<file path="src/rtl/irq_prio_pkg.sv">
package irq_prio_pkg;

    localparam int PRIO_W    = 8;
    localparam int IMPL_BITS = 4;
    localparam int GRP_W     = 3;

    localparam logic [PRIO_W-1:0] IMPL_MASK =
        ~((PRIO_W)'((1 << (PRIO_W - IMPL_BITS)) - 1));

    typedef enum logic [1:0] {
        ST_QUIET = 2'd0,
        ST_HELD  = 2'd1,
        ST_NEST  = 2'd2
    } res_state_e;

    // Bits above the binary point: field value g leaves bits [7:g+1] in the group.
    function automatic logic [PRIO_W-1:0] group_mask(input logic [GRP_W-1:0] g);
        logic [PRIO_W:0] wide;
        wide = {(PRIO_W+1){1'b1}} << (int'(g) + 1);
        return wide[PRIO_W-1:0];
    endfunction

endpackage

</file>
<file path="src/rtl/irq_prio_regs.sv">
module irq_prio_regs
    import irq_prio_pkg::*;
#(
    parameter int NUM_IRQ = 8,
    parameter int ADDR_W  = 4
) (
    input  logic                        clk,
    input  logic                        rst_n,
    input  logic                        wr_en_i,
    input  logic [ADDR_W-1:0]           wr_addr_i,
    input  logic [PRIO_W-1:0]           wr_data_i,
    output logic [NUM_IRQ*PRIO_W-1:0]   prio_flat_o,
    output logic [GRP_W-1:0]            grp_o
);

    localparam logic [ADDR_W-1:0] GRP_ADDR = ADDR_W'(NUM_IRQ);

    logic [GRP_W-1:0] grp_q;

    generate
        for (genvar i = 0; i < NUM_IRQ; i++) begin : g_line
            logic [PRIO_W-1:0] prio_q;

            always_ff @(posedge clk or negedge rst_n) begin
                if (!rst_n) begin
                    prio_q <= '0;
                end else if (wr_en_i && wr_addr_i == ADDR_W'(i)) begin
                    prio_q <= wr_data_i & IMPL_MASK;
                end
            end

            assign prio_flat_o[i*PRIO_W +: PRIO_W] = prio_q;

            // unimplemented low bits never hold a one
            a_r3_low_bits_zero: assert property (@(posedge clk) disable iff (!rst_n)
                (prio_q & ~IMPL_MASK) == '0);
        end
    endgenerate

    always_ff @(posedge clk or negedge rst_n) begin
        if (!rst_n) begin
            grp_q <= '0;
        end else if (wr_en_i && wr_addr_i == GRP_ADDR) begin
            grp_q <= wr_data_i[GRP_W-1:0];
        end
    end

    assign grp_o = grp_q;

    // writes outside the grouping address leave the grouping field alone
    a_r11_grp_untouched: assert property (@(posedge clk) disable iff (!rst_n)
        (wr_en_i && wr_addr_i != GRP_ADDR) |=> $stable(grp_q));

endmodule

</file>
<file path="src/rtl/irq_prio_arb.sv">
module irq_prio_arb
    import irq_prio_pkg::*;
#(
    parameter int NUM_IRQ = 8,
    parameter int IDX_W   = 3
) (
    input  logic [NUM_IRQ-1:0]          pend_i,
    input  logic [NUM_IRQ*PRIO_W-1:0]   prio_flat_i,
    output logic                        any_o,
    output logic [IDX_W-1:0]            idx_o,
    output logic [PRIO_W-1:0]           best_o
);

    // Ordering on the full value equals ordering on (group, subpriority);
    // scanning upward with a strict compare keeps the lowest index on ties.
    always_comb begin
        any_o  = 1'b0;
        idx_o  = '0;
        best_o = '1;
        for (int i = 0; i < NUM_IRQ; i++) begin
            if (pend_i[i] && (!any_o || prio_flat_i[i*PRIO_W +: PRIO_W] < best_o)) begin
                any_o  = 1'b1;
                idx_o  = IDX_W'(i);
                best_o = prio_flat_i[i*PRIO_W +: PRIO_W];
            end
        end
    end

endmodule

</file>
<file path="src/rtl/irq_prio_resolver.sv">
module irq_prio_resolver
    import irq_prio_pkg::*;
#(
    parameter int  NUM_IRQ = 8,
    localparam int IDX_W   = (NUM_IRQ > 1) ? $clog2(NUM_IRQ) : 1,
    localparam int ADDR_W  = $clog2(NUM_IRQ + 1)
) (
    input  logic               clk,
    input  logic               rst_n,
    input  logic [NUM_IRQ-1:0] pend_i,
    input  logic               wr_en_i,
    input  logic [ADDR_W-1:0]  wr_addr_i,
    input  logic [7:0]         wr_data_i,
    input  logic               act_valid_i,
    input  logic [7:0]         act_prio_i,
    output logic               win_valid_o,
    output logic               win_preempt_o,
    output logic [IDX_W-1:0]   win_idx_o
);

    logic [NUM_IRQ*PRIO_W-1:0] prio_flat;
    logic [GRP_W-1:0]          grp;
    logic                      any_pend;
    logic [IDX_W-1:0]          best_idx;
    logic [PRIO_W-1:0]         best_prio;
    logic [PRIO_W-1:0]         gmask;
    logic                      may_nest;

    res_state_e       state_q, state_d;
    logic [IDX_W-1:0] idx_q, idx_d;

    irq_prio_regs #(.NUM_IRQ(NUM_IRQ), .ADDR_W(ADDR_W)) u_regs (
        .clk         (clk),
        .rst_n       (rst_n),
        .wr_en_i     (wr_en_i),
        .wr_addr_i   (wr_addr_i),
        .wr_data_i   (wr_data_i),
        .prio_flat_o (prio_flat),
        .grp_o       (grp)
    );

    irq_prio_arb #(.NUM_IRQ(NUM_IRQ), .IDX_W(IDX_W)) u_arb (
        .pend_i      (pend_i),
        .prio_flat_i (prio_flat),
        .any_o       (any_pend),
        .idx_o       (best_idx),
        .best_o      (best_prio)
    );

    assign gmask    = group_mask(grp);
    assign may_nest = !act_valid_i ||
                      ((best_prio & gmask) < (act_prio_i & IMPL_MASK & gmask));

    // Next-state: drain / block / admit
    always_comb begin
        state_d = state_q;
        idx_d   = '0;
        unique case (1'b1)
            !any_pend:            state_d = ST_QUIET;
            any_pend && !may_nest: begin state_d = ST_HELD; idx_d = best_idx; end
            any_pend && may_nest:  begin state_d = ST_NEST; idx_d = best_idx; end
        endcase
    end

    always_ff @(posedge clk or negedge rst_n) begin
        if (!rst_n) begin
            state_q <= ST_QUIET;
            idx_q   <= '0;
        end else begin
            state_q <= state_d;
            idx_q   <= idx_d;
        end
    end

    always_comb begin
        win_valid_o   = 1'b0;
        win_preempt_o = 1'b0;
        unique case (state_q)
            ST_QUIET: ;
            ST_HELD:  win_valid_o = 1'b1;
            ST_NEST:  begin win_valid_o = 1'b1; win_preempt_o = 1'b1; end
            default:  ;
        endcase
        win_idx_o = idx_q;
    end

    // a preempt indication always comes with a winner
    a_r5_preempt_has_winner: assert property (@(posedge clk) disable iff (!rst_n)
        win_preempt_o |-> win_valid_o);

    // the reported winner was pending on the evaluated cycle
    a_r2_winner_was_pending: assert property (@(posedge clk) disable iff (!rst_n)
        win_valid_o |-> ((($past(pend_i) >> win_idx_o) & NUM_IRQ'(1)) != '0));

    // quiet state reports index zero
    a_r10_quiet_index: assert property (@(posedge clk) disable iff (!rst_n)
        !win_valid_o |-> (win_idx_o == '0 && !win_preempt_o));

    // all-subpriority grouping never nests over an active handler
    a_r8_no_nest_flat: assert property (@(posedge clk) disable iff (!rst_n)
        ($past(grp) == 3'd7 && $past(act_valid_i)) |-> !win_preempt_o);

    // with no handler running any winner may be taken
    a_r4_idle_takes: assert property (@(posedge clk) disable iff (!rst_n)
        (!$past(act_valid_i) && win_valid_o) |-> win_preempt_o);

endmodule

</file>
<file path="config.mk">
export PLATFORM = sky130hd
export DESIGN_NAME = irq_prio_resolver
export DESIGN_NICKNAME = d
export VERILOG_FILES = /design/src/rtl/irq_prio_pkg.sv /design/src/rtl/irq_prio_regs.sv /design/src/rtl/irq_prio_arb.sv /design/src/rtl/irq_prio_resolver.sv
export SDC_FILE = /design/constraint.sdc
export NUM_CORES = 1
export LEC_CHECK = 0
export BUFFER_PORTS_ARGS = -buffer_cell sky130_fd_sc_hd__buf_2
export CAP_MARGIN = 15
export CORE_MARGIN = 3
export CORE_UTILIZATION = 45
export CTS_BUF_LIST = sky130_fd_sc_hd__clkbuf_4 sky130_fd_sc_hd__clkbuf_8
export DETAILED_ROUTE_END_ITERATION = 8
export SKIP_CTS_REPAIR_TIMING = 1
export SLEW_MARGIN = 20
export SYNTH_ARGS = -nofsm -noshare
export SYNTH_HDL_FRONTEND = slang
export SYNTH_SLANG_ARGS = --single-unit
</file>
<file path="constraint.sdc">
create_clock -name clk -period 16.5 [get_ports clk]
set_clock_uncertainty 0.1 [all_clocks]
set_input_delay 3.3 -clock clk [delete_from_list [all_inputs] [get_ports clk]]
set_output_delay 3.3 -clock clk [all_outputs]
set_load 0.02 [all_outputs]
</file>
* Word level (Yosys, flattened, before mapping) *
Index checks and enable logic that the tools add are counted.

word-level totals
  bits of input ports = 32
  output and inout bits = 5
  bits in registers = 40
  logic and storage cells = 99

operators by class
  $lt $le $gt $ge = 8
  mux-type cells = 27
  equality and inequality tests = 10
  bitwise operators = 2
  add/sub/neg operators = 1
  reduce and logical (&&, ||, !) cells = 39
  shifts and indexed selects = 1

operators with widths
  operator                                             count
  < comparator 8 bit                                   8
  two-way mux 8 bit                                    8
  logical AND 1 bit                                    18
  AND 8 bit                                            2
  equality test 4 x 3 -> 1 bit, second input constant  4
  two-way mux 3 bit                                    5
  two-way mux 1 bit                                    11
  logical NOT 1 bit                                    10
  << shifter 9 x 4 -> 8 bit, first input constant      1
  equality test 4 x 2 -> 1 bit, second input constant  2
  logical OR 1 bit                                     8
  case mux 2 bit (3 select lines)                      1
  adder 3 x 1 -> 4 bit, second input constant          1
  equality test 4 x 1 -> 1 bit, second input constant  1
  equality test 4 bit, second input constant           1
  logical NOT 4 bit                                    1
  two-way mux 2 bit                                    2
  OR reduction 2 bit                                   2
  equality test 2 x 1 -> 1 bit, second input constant  1
  equality test 2 bit, second input constant           1

* Logic depth before layout (Yosys ltp) *
Gate-level depths: netlist of run 1.

  word-level depth = 36
  gate-level depth with buffers = 67
  gate-level depth less buffers = 63

* Modules after synthesis *
From an unflattened synthesis of run 1, not the netlist that was laid out.

unflattened totals
  cell total of the unflattened synthesis = 564
  area, all modules = 4906.0 µm²

by module, submodules not included
  module             cells each  seq. area each (µm²)  area an instance (µm²)  times used
  irq_prio_arb       411         0.0                   2885.3                  1
  irq_prio_regs      116         875.8                 1652.8                  1
  irq_prio_resolver  37          125.1                 367.9                   1

* Least setup slack after synthesis of run 1 *
OpenSTA, ideal clock, no wires.

  path type = input to register
  from = input port pend_i[0]
  to = register state_q[0]
  stages on the path = 64
  library setup time = 0.120 ns
  path buffers = 4
  arrival = 13.107 ns
  setup slack = 3.174 ns
  required time = 16.280 ns
  cells stage by stage = buf_6 nor2b_1 ha_1 nand2_1 o211ai_2 o21a_1 buf_6 nor2_1 a21oi_1 inv_1 ha_1 o21ai_0 mux2i_1 o41ai_2 buf_6 mux2i_1 ha_1 o21ai_0 [28 not listed] nand3b_1 o21a_1 buf_6 o31ai_2 ha_1 o21a_1 o21ai_0 nand2b_1 a21oi_1 o21ai_1 nor2_1 a211oi_2 ha_1 nor2_1 nand3_1 a21oi_1 o21ai_1 a31o_1

on the way
  longest elaborated chain between the ends = 35
  elaborated cells between the ends (all ways) = 52
  classes of those cells = order compare (8); mux (17); bitwise (1); reduce/logical (26)

ends and longest elaborated chain
  what                                                            line                     source
  from (decl)                                                     irq_prio_resolver.sv:10  input logic [NUM_IRQ-1:0] pend_i,
  two-way mux 8 bit / two-way mux 1 bit (equally long branches)   irq_prio_arb.sv:21       if (pend_i[i] && (!any_o || prio_flat_i[i*PRIO_W +: PRIO_W] < best_o)) begin
  < comparator 8 bit / logical NOT 1 bit (equally long branches)  irq_prio_arb.sv:21
  logical OR 1 bit                                                irq_prio_arb.sv:21
  logical AND 1 bit                                               irq_prio_arb.sv:21
  two-way mux 8 bit / two-way mux 1 bit (equally long branches)   irq_prio_arb.sv:21
  < comparator 8 bit / logical NOT 1 bit (equally long branches)  irq_prio_arb.sv:21
  logical OR 1 bit                                                irq_prio_arb.sv:21
  logical AND 1 bit                                               irq_prio_arb.sv:21
  [20 not listed]                                                 --
  two-way mux 8 bit                                               irq_prio_arb.sv:21
  AND 8 bit                                                       irq_prio_resolver.sv:52  ((best_prio & gmask) < (act_prio_i & IMPL_MASK & gmask));
  < comparator 8 bit                                              irq_prio_resolver.sv:52
  logical OR 1 bit                                                irq_prio_resolver.sv:51  assign may_nest = !act_valid_i ||
  logical NOT 1 bit                                               irq_prio_resolver.sv:60  any_pend && !may_nest: begin state_d = ST_HELD; idx_d = best_idx; end
  logical AND 1 bit                                               irq_prio_resolver.sv:60
  case mux 2 bit (3 select lines) (*)                             irq_prio_resolver.sv:58  unique case (1'b1)
  named net state_d[0]                                            irq_prio_resolver.sv:29  res_state_e state_q, state_d;
  to (signal assigned)                                            irq_prio_resolver.sv:70  state_q <= state_d;
  to (decl)                                                       irq_prio_resolver.sv:29

The timed path passes the listed nets; every way through them passes the cells marked *.
A chain may end at the register's enable or synchronous reset.

* Final worst setup path of run 1 *
Ends and elaborated chain as after synthesis.

==> impl_metrics.py, run 1 <==
metrics = {
    "place": {
        "dp.cells": 413,
        "dp_hpwl_um": 5120,
        "io_buffer_count": 31,
        "gp_congestion": 0.777,
    },
    "logic_synthesis": {
        "synthFlopType": "dfrtp_1",
        "synth_area_leader_cell": "dfrtp_1",
        "ys_top_cells_by_area": "dfrtp_1, mux2_2, ha_1",
        "synthArstFlopShare_pct": 100,
        "synth_edf_count": 0,
        "synth_top_area_share_pct": 32.9,
        "ys_ff_latch": 40,
        "yosysWarningCount": 0,
        "syn_inst": 309,
        "ys_types": 52,
        "ys_seq_area_share_pct": 32.9,
        "synth_area_per_cell_sq_um": 9.86,
        "synth_nets": 365,
        "netlist_area_sq_um": 3050,
    },
    "worst_setup_path": {
        "rr_endpoint": "state_q[0]$_DFF_PN0_",
        "setup.worst_path.start": "pend_i[0]",
        "setup.worst_path.end_class": "flip-flop",
        "arrival_ps": 14620,
        "max_stage_delay_ps": 430,
        "critPathBufInv": 5,
        "reg2reg_depth": 61,
        "cp-start-kind": "input port",
        "r2r-start": "u_regs.g_line[0].prio_q[7]$_DFFE_PN0P_",
        "ff2ff_setup_slack_ps": 4870,
        "crit_type": "input port to flip-flop",
        "cp_top_family": "compound AO/OA/AOI/OAI gates",
        "cp_max_fo": 12,
        "critPathSlowestCell": "o21ai_1",
        "worst_ep_required_time_ps": 16580,
    },
    "global_routing": {
        "overflow": 0,
        "grt_pass1_vias": 2241,
        "antenna_found_initial": 0,
        "grt_start_max_net_pins": 41,
        "grt_pass1_wl_um": 10900,
        "grt_usage_pct": 18.1,
    },
    "drt": {
        "firstDrtPassIters": 4,
        "drc": 0,
        "dr_wl_met2_um": 3020,
        "wire_per_inst_um": 15.6,
        "wl_met3_um": 197,
        "vias_per_cell": 5.59,
        "antenna_left": 0,
        "drtIter0Drc": 96,
        "routed_wl_um": 6570,
        "highest_layer": "met4",
        "m1WireLength_um": 3300,
        "vias": 2352,
    },
    "power": {
        "leakagePower_nw": 1.53,
        "ir_drop_v": 0.0000788,
        "power_uw": 588,
        "powerDensity_nw_per_um2": 175,
    },
    "cts": {
        "ctsLongestPathBuffers": 2,
        "cts-htree-levels": 2,
        "clock_sinks": 40,
        "cts_buffers": 5,
        "clk_pin_slew_ps": 80,
        "clock_latency_ps": 290,
        "root_buffer": "clkbuf_8",
        "cts_tree": "yes",
    },
    "min_path": {
        "hp-start": "u_regs.g_line[0].prio_q[5]$_DFFE_PN0P_",
        "worst_hold_path.num_cells": 1,
        "min_path_type": "flip-flop to flip-flop",
        "min_to": "u_regs.g_line[0].prio_q[5]$_DFFE_PN0P_",
    },
    "sta": {
        "period_share_pct": 88.1,
        "final-max-slew-violation-count": 0,
        "period_needed_ps": 14540,
        "rsz0062_at_grt": "no",
        "hold_viol_final": 0,
        "setup_viol": 0,
        "worstMarginPinSlew_ps": 905,
        "setup_tns_ps": 0,
        "max_freq_mhz": 68.8,
        "maxSlewHeadroom_pct": 39.7,
    },
    "die": {
        "core_sq_um": 6460,
        "initial_core_util_pct": 47.2,
        "fp-row-count": 29,
        "die_h_um": 88.3,
        "die_area_sq_um": 7790,
        "io_pins": 37,
        "die_w_um": 88.3,
    },
    "cells_and_area": {
        "drive_gt1_share_pct": 27.0,
        "syn_to_final_growth_pct": 10.6,
        "n_antenna_cell": 0,
        "finish.net_count": 399,
        "nFillCells": 610,
        "final-instance-count-excl-fill": 421,
    },
    "run": {
        "maxCapViolations": 0,
    },
    "outcome": {
        "status": "completed",
    },
}
## metrics by stage
stage                     cell area [sq um]  hold slack (ps)  setup WS (ps)  util (%)
after floorplan                        3050              380           3170         -
after global placement                 3260              397           1850      50.4
after detailed placement               3260              397           1730      50.4
after CTS                              3370              414           1990      52.1
after global routing                   3370              431            810      52.1
final                                  3370              410           1960      52.1
## sequential cells by signal, indices dropped and copies added (netlist names)
name	count
state_q	2
u_regs.g_line.prio_q	32
win_idx_o	3
u_regs.grp_o	3
## power breakdown
part           switching, mW  total (mW)  internal (mW)
logic                  0.199       0.363          0.164
clock network         0.0336      0.0801         0.0465
registers             0.0210       0.145          0.124
total                  0.253       0.588          0.335
## routing by layer
metal  vias up  track usage [%]
li1       1207                -
met1      1107             26.1
met2        33             28.9
met3         5             2.79
met4         0             3.71
met5         -                0
## Yosys cell counts (2+ instances only)
master,number
a211oi_2,2
a21o_1,2
a21oi_1,13
a221o_1,2
a221oi_1,2
a31o_2,2
and3_1,2
buf_6,4
dfrtp_1,40
ha_1,24
inv_1,20
mux2_2,36
mux2_4,2
mux2i_1,11
nand2_1,28
nand2b_1,8
nand3_1,3
nand3b_1,6
nor2_1,21
nor2b_1,5
nor3_1,2
nor3b_1,4
o211a_1,2
o211ai_1,5
o21a_1,7
o21ai_0,25
o21ai_1,2
or3_1,5
## how the worst max path moves through the flow
stage | end | slack, ps | depth (start not counted)
final | state_q[0]$_DFF_PN0_ | 1960 | 62
after global routing | state_q[0]$_DFF_PN0_ | 810 | 62
after CTS | state_q[0]$_DFF_PN0_ | 1990 | 62
after detailed placement | state_q[0]$_DFF_PN0_ | 1730 | 62
after global placement | state_q[0]$_DFF_PN0_ | 1850 | 60
after floorplan | state_q[0]$_DFF_PN0_ | 3170 | 64
## cells by family after synthesis
| logic type | share of synthesized area [%] |
|---|---|
| fa+ha+maj | 9.86 |
| simple gates | 15.0 |
| compound gates | 20.3 |
| mux | 17.9 |
| flops | 32.9 |
| buf+inv | 4.07 |
## placed cells by master, fill, tap and decap left out, drive strengths merged, types with 3 or more instances in the layout
cell type,n
clkbuf,6
o21ai,27
ha,24
a21oi,15
a31o,3
mux2i,11
nand3,4
a221oi,3
o21a,7
nand3b,6
o211ai,6
mux2,38
nor2,21
nand2,28
or3,5
inv,20
buf,32
nand2b,8
nor3b,4
dfrtp,40
nor2b,5
## area by class of cell
| type | instances | area, sq um | share of cell area (%) |
|---|---|---|---|
| flip-flops and latches | 40 | 1000 | 29.7 |
| clock inverters | 2 | 35.0 | 1.04 |
| clock buffers | 6 | 76.3 | 2.27 |
| multi-input cells | 244 | 1920 | 57.0 |
| well taps | 77 | 96.3 | 2.86 |
| repair buffers | 32 | 163 | 4.83 |
| inverters | 20 | 75.1 | 2.23 |
Note: power is estimated with default switching activity, not from simulation.
==> run 2, diff against run 1 <==
--- a/config.mk
+++ b/config.mk
@@ -7,6 +7,7 @@
 export LEC_CHECK = 0
 export BUFFER_PORTS_ARGS = -buffer_cell sky130_fd_sc_hd__buf_2
 export CAP_MARGIN = 15
+export CORE_ASPECT_RATIO = 0.5
 export CORE_MARGIN = 3
 export CORE_UTILIZATION = 45
 export CTS_BUF_LIST = sky130_fd_sc_hd__clkbuf_4 sky130_fd_sc_hd__clkbuf_8
==> run 2 against run 1 <==
Sequential cell count is the same; non-clock buffer count is the same; first-iteration DRC count grew 8.3%; sequential share of layout area shrank 0.27 points; routed wire length grew 4.9%; power grew 2.2%; critical path depth grew 2; maximum frequency grew 0.77%; combinational power is essentially flat; critical path type unchanged; critical endpoint unchanged; largest cell class unchanged; largest power group unchanged.
==> impl_metrics.py, run 2 (synthesized netlist as in run 1, its figures left out) <==
metrics = {
    "global_routing": {
        "grt_usage_pct": 19.3,
        "antenna_found_initial": 0,
        "grt_pass1_wl_um": 12000,
        "grt_pass1_vias": 2445,
        "grt_start_max_net_pins": 41,
        "overflow": 0,
    },
    "worst_setup_path": {
        "max_stage_delay_ps": 420,
        "setup.worst_path.end_class": "flip-flop",
        "cp-start-kind": "input port",
        "r2r-start": "u_regs.g_line[0].prio_q[7]$_DFFE_PN0P_",
        "cp_max_fo": 12,
        "critPathSlowestCell": "o21a_1",
        "crit_type": "input port to flip-flop",
        "arrival_ps": 14510,
        "worst_ep_required_time_ps": 16580,
        "setup.worst_path.start": "pend_i[0]",
    },
    "power": {
        "p_sw_uw": 253,
        "p_sw_share_pct": 42.2,
        "comb_power_share_pct": 60.2,
        "leakagePower_nw": 1.53,
        "p_int_uw": 347,
        "powerDensity_nw_per_um2": 177,
        "clock_power_share_pct": 15.5,
        "ir_drop_v": 0.0000919,
        "p_seq_share_pct": 24.4,
    },
    "cells_and_area": {
        "mostFrequentLayoutCell": "dfrtp_1",
        "top_register": "u_regs.g_line.prio_q",
        "syn_to_final_growth_pct": 11.6,
        "mostFrequentLayoutCells": "dfrtp_1, mux2_2, buf_2, nand2_1, o21ai_0",
        "largest_reg_flops": 32,
        "drive_gt1_share_pct": 26.8,
        "finish.net_count": 399,
        "n_antenna_cell": 0,
    },
    "drt": {
        "routed_wl_um": 6890,
        "firstDrtPassIters": 4,
        "drtIter0Drc": 104,
        "vias_per_cell": 5.64,
        "vias": 2432,
        "wire_per_inst_um": 16.0,
        "drc": 0,
        "antenna_left": 0,
    },
    "sta": {
        "hold_viol_final": 0,
        "rsz0062_at_grt": "no",
        "timing.final.ws_setup_ps": 2070,
        "maxSlewHeadroom_pct": 40.5,
        "setup_viol": 0,
        "final-max-slew-violation-count": 0,
        "setup_tns_ps": 0,
        "period_needed_ps": 14430,
        "period_share_pct": 87.4,
        "max_freq_mhz": 69.3,
        "worstMarginPinSlew_ps": 893,
    },
    "die": {
        "initial_core_util_pct": 48.3,
        "die_w_um": 122,
        "fp-row-count": 20,
        "io_pins": 37,
        "core_sq_um": 6310,
        "die_area_sq_um": 7850,
        "die_h_um": 64.2,
    },
    "cts": {
        "cts-htree-levels": 2,
        "cts_tree": "yes",
        "cts_buffers": 5,
        "clk_pin_slew_ps": 80,
        "ctsLongestPathBuffers": 2,
        "clock_sinks": 40,
        "root_buffer": "clkbuf_8",
        "clock_latency_ps": 290,
    },
    "place": {
        "gp_congestion": 0.802,
        "pre_cts_slack_ps": 1800,
        "io_buffer_count": 31,
        "dp_hpwl_um": 5420,
    },
    "min_path": {
        "min_path_type": "flip-flop to flip-flop",
        "hp-start": "u_regs.g_line[0].prio_q[5]$_DFFE_PN0P_",
    },
    "run": {
        "maxCapViolations": 0,
    },
    "outcome": {
        "status": "completed",
    },
}
## run 2: per-stage QoR
stage	total power, mW	area (sq um)	hold WS [ps]	utilization [%]	cells
floorplan	0.435	3050	380	-	309
global placement	0.498	3270	398	51.8	424
detailed placement	0.508	3270	398	51.8	424
CTS	0.606	3400	416	53.9	431
global route	0.662	3400	439	53.9	431
finish	0.600	3400	412	53.9	431
## run 2: power groups by stage
stage	combinational [mW]	clock, mW	sequential, mW
detailed placement	0.360	0	0.148
floorplan	0.290	0	0.145
CTS	0.363	0.0958	0.147
global route	0.411	0.101	0.151
global placement	0.351	0	0.147
finish	0.361	0.0929	0.146
## run 2: layer usage
layer / track usage, % / routed length [um] / part of all wire, %
met1: 26.6 / 3430 / 50
met2: 31.7 / 3140 / 46
met3: 3.63 / 265 / 3.8
met4: 3.77 / 53 / 0.77
met5: 0 / 0 / 0
## run 2: path summary, 6_finish.rpt
| check | to | slack (ps) | depth (start not counted) |
|---|---|---|---|
| min in group asynchronous | win_idx_o[1]$_DFF_PN0_ | 3030 | 1 |
| worst min register to register | u_regs.g_line[0].prio_q[5]$_DFFE_PN0P_ | 410 | 1 |
| worst max register to register | state_q[0]$_DFF_PN0_ | 4980 | 63 |
| worst max-delay path | state_q[0]$_DFF_PN0_ | 2070 | 64 |
| max in group asynchronous | u_regs.g_line[2].prio_q[4]$_DFFE_PN0P_ | 12710 | 1 |
| worst min-delay path | u_regs.g_line[0].prio_q[5]$_DFFE_PN0P_ | 410 | 1 |
## run 2: critical path, delay by kind of cell
| kind | cells | cell delay (ps) |
|---|---|---|
| AOI/OAI and AO/OA | 31 | 5520 |
| buffers and inverters | 5 | 560 |
| adders and majority gates | 8 | 2160 |
| muxes | 6 | 1520 |
| and+or+nand+nor | 14 | 1450 |
## run 2: final cells by class
cell class | count | area [sq um]
multi-input cells | 244 | 1920
inverters | 20 | 75.1
fillers | 605 | 2910
flip-flops and latches | 40 | 1000
repair buffers | 32 | 163
well taps | 88 | 110
clock inverters | 2 | 60.1
clock buffers | 5 | 68.8
==> run 3, diff against run 2 <==
--- a/config.mk
+++ b/config.mk
@@ -5,13 +5,14 @@
 export SDC_FILE = /design/constraint.sdc
 export NUM_CORES = 1
 export LEC_CHECK = 0
-export BUFFER_PORTS_ARGS = -buffer_cell sky130_fd_sc_hd__buf_2
 export CAP_MARGIN = 15
 export CORE_ASPECT_RATIO = 0.5
 export CORE_MARGIN = 3
-export CORE_UTILIZATION = 45
+export CORE_UTILIZATION = 65
 export CTS_BUF_LIST = sky130_fd_sc_hd__clkbuf_4 sky130_fd_sc_hd__clkbuf_8
 export DETAILED_ROUTE_END_ITERATION = 8
+export DONT_BUFFER_PORTS = 1
+export PLACE_DENSITY = 0.81
 export SKIP_CTS_REPAIR_TIMING = 1
 export SLEW_MARGIN = 20
 export SYNTH_ARGS = -nofsm -noshare
==> run 3 against run 2 <==
Global-route usage rose by 6.7 points; register-to-register slack worse by 130 ps; combinational power fell by 4%; die area down 29%; first-iteration DRC count grew 17%; largest cell class unchanged; critical path depth decreased by 3; critical endpoint unchanged; count of clock-buffer cells in the layout is the same; worst hold slack better by 4.8 ps; clock power rose by 0.6%; largest power group unchanged; sequential power rose by 3%; critical path type unchanged; core utilization is 23 points higher.
==> impl_metrics.py, run 3 (synthesized netlist as in run 1, its figures left out) <==
metrics = {
    "cts": {
        "cts_buffers": 5,
        "clock_latency_ps": 290,
        "clk_pin_slew_ps": 80,
        "ctsLongestPathBuffers": 2,
        "clock_sinks": 40,
        "cts_tree": "yes",
        "cts-htree-levels": 2,
        "root_buffer": "clkbuf_8",
    },
    "die": {
        "core_sq_um": 4180,
        "die_w_um": 103,
        "die_area_sq_um": 5590,
        "io_pins": 37,
        "initial_core_util_pct": 72.8,
        "fp-row-count": 16,
        "die_h_um": 54.4,
    },
    "sta": {
        "setup_tns_ps": 0,
        "setup_viol": 0,
        "maxSlewHeadroom_pct": 47.8,
        "period_share_pct": 87.0,
        "final-max-slew-violation-count": 0,
        "whs_ps": 417,
        "period_needed_ps": 14360,
        "hold_viol_final": 0,
        "max_freq_mhz": 69.7,
        "worstMarginPinSlew_ps": 782,
        "rsz0062_at_grt": "no",
    },
    "drt": {
        "routed_wl_um": 6410,
        "firstDrtPassIters": 4,
        "vias": 2378,
        "wire_per_inst_um": 17.5,
        "drtIter0Drc": 122,
        "drc": 0,
        "antenna_left": 0,
        "vias_per_cell": 6.50,
    },
    "worst_setup_path": {
        "r2r-start": "u_regs.g_line[0].prio_q[7]$_DFFE_PN0P_",
        "cp.depth": 61,
        "cp_top_family": "compound AO/OA/AOI/OAI gates",
        "cp-start-kind": "input port",
        "critPathBufInv": 4,
        "worst_ep_required_time_ps": 16580,
        "max_stage_delay_ps": 440,
        "setup.worst_path.start": "pend_i[0]",
        "cp_max_fo": 12,
        "rr_endpoint": "state_q[0]$_DFF_PN0_",
        "setup.worst_path.end_class": "flip-flop",
        "ff2ff_setup_slack_ps": 4850,
        "critPathSlowestCell": "a221oi_1",
        "crit_type": "input port to flip-flop",
        "arrival_ps": 14430,
        "crit_end": "state_q[0]$_DFF_PN0_",
        "reg2reg_depth": 61,
    },
    "cells_and_area": {
        "drive_gt1_share_pct": 19.6,
        "finish.net_count": 368,
        "syn_to_final_growth_pct": 5.09,
        "mostFrequentLayoutCell": "dfrtp_1",
        "final_area_sq_um": 3200,
        "top_register": "u_regs.g_line.prio_q",
        "largest_reg_flops": 32,
        "n_antenna_cell": 0,
        "final-instance-count-excl-fill": 366,
        "mostFrequentLayoutCells": "dfrtp_1, mux2_2, nand2_1, o21ai_0, ha_1",
    },
    "global_routing": {
        "grt_pass1_vias": 2428,
        "grt_usage_pct": 26.0,
        "overflow": 0,
        "antenna_found_initial": 0,
        "grt_start_max_net_pins": 41,
        "grt_pass1_wl_um": 10900,
    },
    "place": {
        "gp_congestion": 0.906,
        "io_buffer_count": 0,
        "dp.cells": 359,
        "place_area_sq_um": 3070,
        "dp_hpwl_um": 4900,
    },
    "power": {
        "leakagePower_nw": 1.41,
        "powerDensity_nw_per_um2": 184,
        "ir_drop_v": 0.000127,
    },
    "run": {
        "maxCapViolations": 0,
    },
    "min_path": {
        "min_path_type": "flip-flop to flip-flop",
    },
    "outcome": {
        "status": "completed",
    },
}
[run 3: per-layer routing]
layer	routed length (um)	global-route usage (%)	vias up	part of all wire (%)
met2	2930	44.1	64	46
li1	-	-	1137	-
met3	415	7.63	20	6.5
met4	140	9.25	0	2.2
met1	2920	32.2	1157	46
met5	0	0	-	0
[run 3: cell type report]
class	instances	area [sq um]
clock inverter	2	60.1
clock buffer	5	68.8
fill	304	983
timing repair buffer	1	7.51
multi-input combinational	244	1920
inverter	20	75.1
sequential	40	1000
tap	54	67.6
[run 3: worst min-delay path by stage]
stage | from | end | slack, ps | cells after the start
6_report | u_regs.g_line[0].prio_q[7]$_DFFE_PN0P_ | u_regs.g_line[0].prio_q[7]$_DFFE_PN0P_ | 420 | 1
3_3_place_gp | u_regs.g_line[0].prio_q[5]$_DFFE_PN0P_ | u_regs.g_line[0].prio_q[5]$_DFFE_PN0P_ | 400 | 1
5_1_grt | u_regs.g_line[0].prio_q[4]$_DFFE_PN0P_ | u_regs.g_line[0].prio_q[4]$_DFFE_PN0P_ | 450 | 1
4_1_cts | u_regs.g_line[0].prio_q[5]$_DFFE_PN0P_ | u_regs.g_line[0].prio_q[5]$_DFFE_PN0P_ | 430 | 1
2_1_floorplan | u_regs.g_line[0].prio_q[4]$_DFFE_PN0P_ | u_regs.g_line[0].prio_q[4]$_DFFE_PN0P_ | 380 | 1
3_5_place_dp | u_regs.g_line[0].prio_q[5]$_DFFE_PN0P_ | u_regs.g_line[0].prio_q[5]$_DFFE_PN0P_ | 410 | 1
[run 3: worst register-to-register path, delay by kind of cell (launching register included)]
family | cells | cell delay (ps)
fa+ha+maj | 8 | 2180
flops | 1 | 380
mux | 6 | 1540
simple gates | 13 | 1360
compound gates | 30 | 5590
buf+inv | 4 | 380
[run 3: per-stage QoR]
step                util, %  setup slack [ps]  power, mW
floorplan                 -              3170      0.435
detailed placement     73.4              2070      0.491
global placement       73.4              2370      0.479
global route           76.5              1450      0.640
CTS                    76.5              2180      0.591
finish                 76.5              2140      0.590
[run 3: power by group]
| group | total, mW | internal, mW | leakage (nW) | switching [mW] |
|---|---|---|---|---|
| Sequential | 0.151 | 0.124 | 0.484 | 0.0265 |
| Combinational | 0.346 | 0.159 | 0.864 | 0.187 |
| Clock | 0.0935 | 0.0595 | 0.0642 | 0.0339 |
| Total | 0.590 | 0.343 | 1.41 | 0.247 |
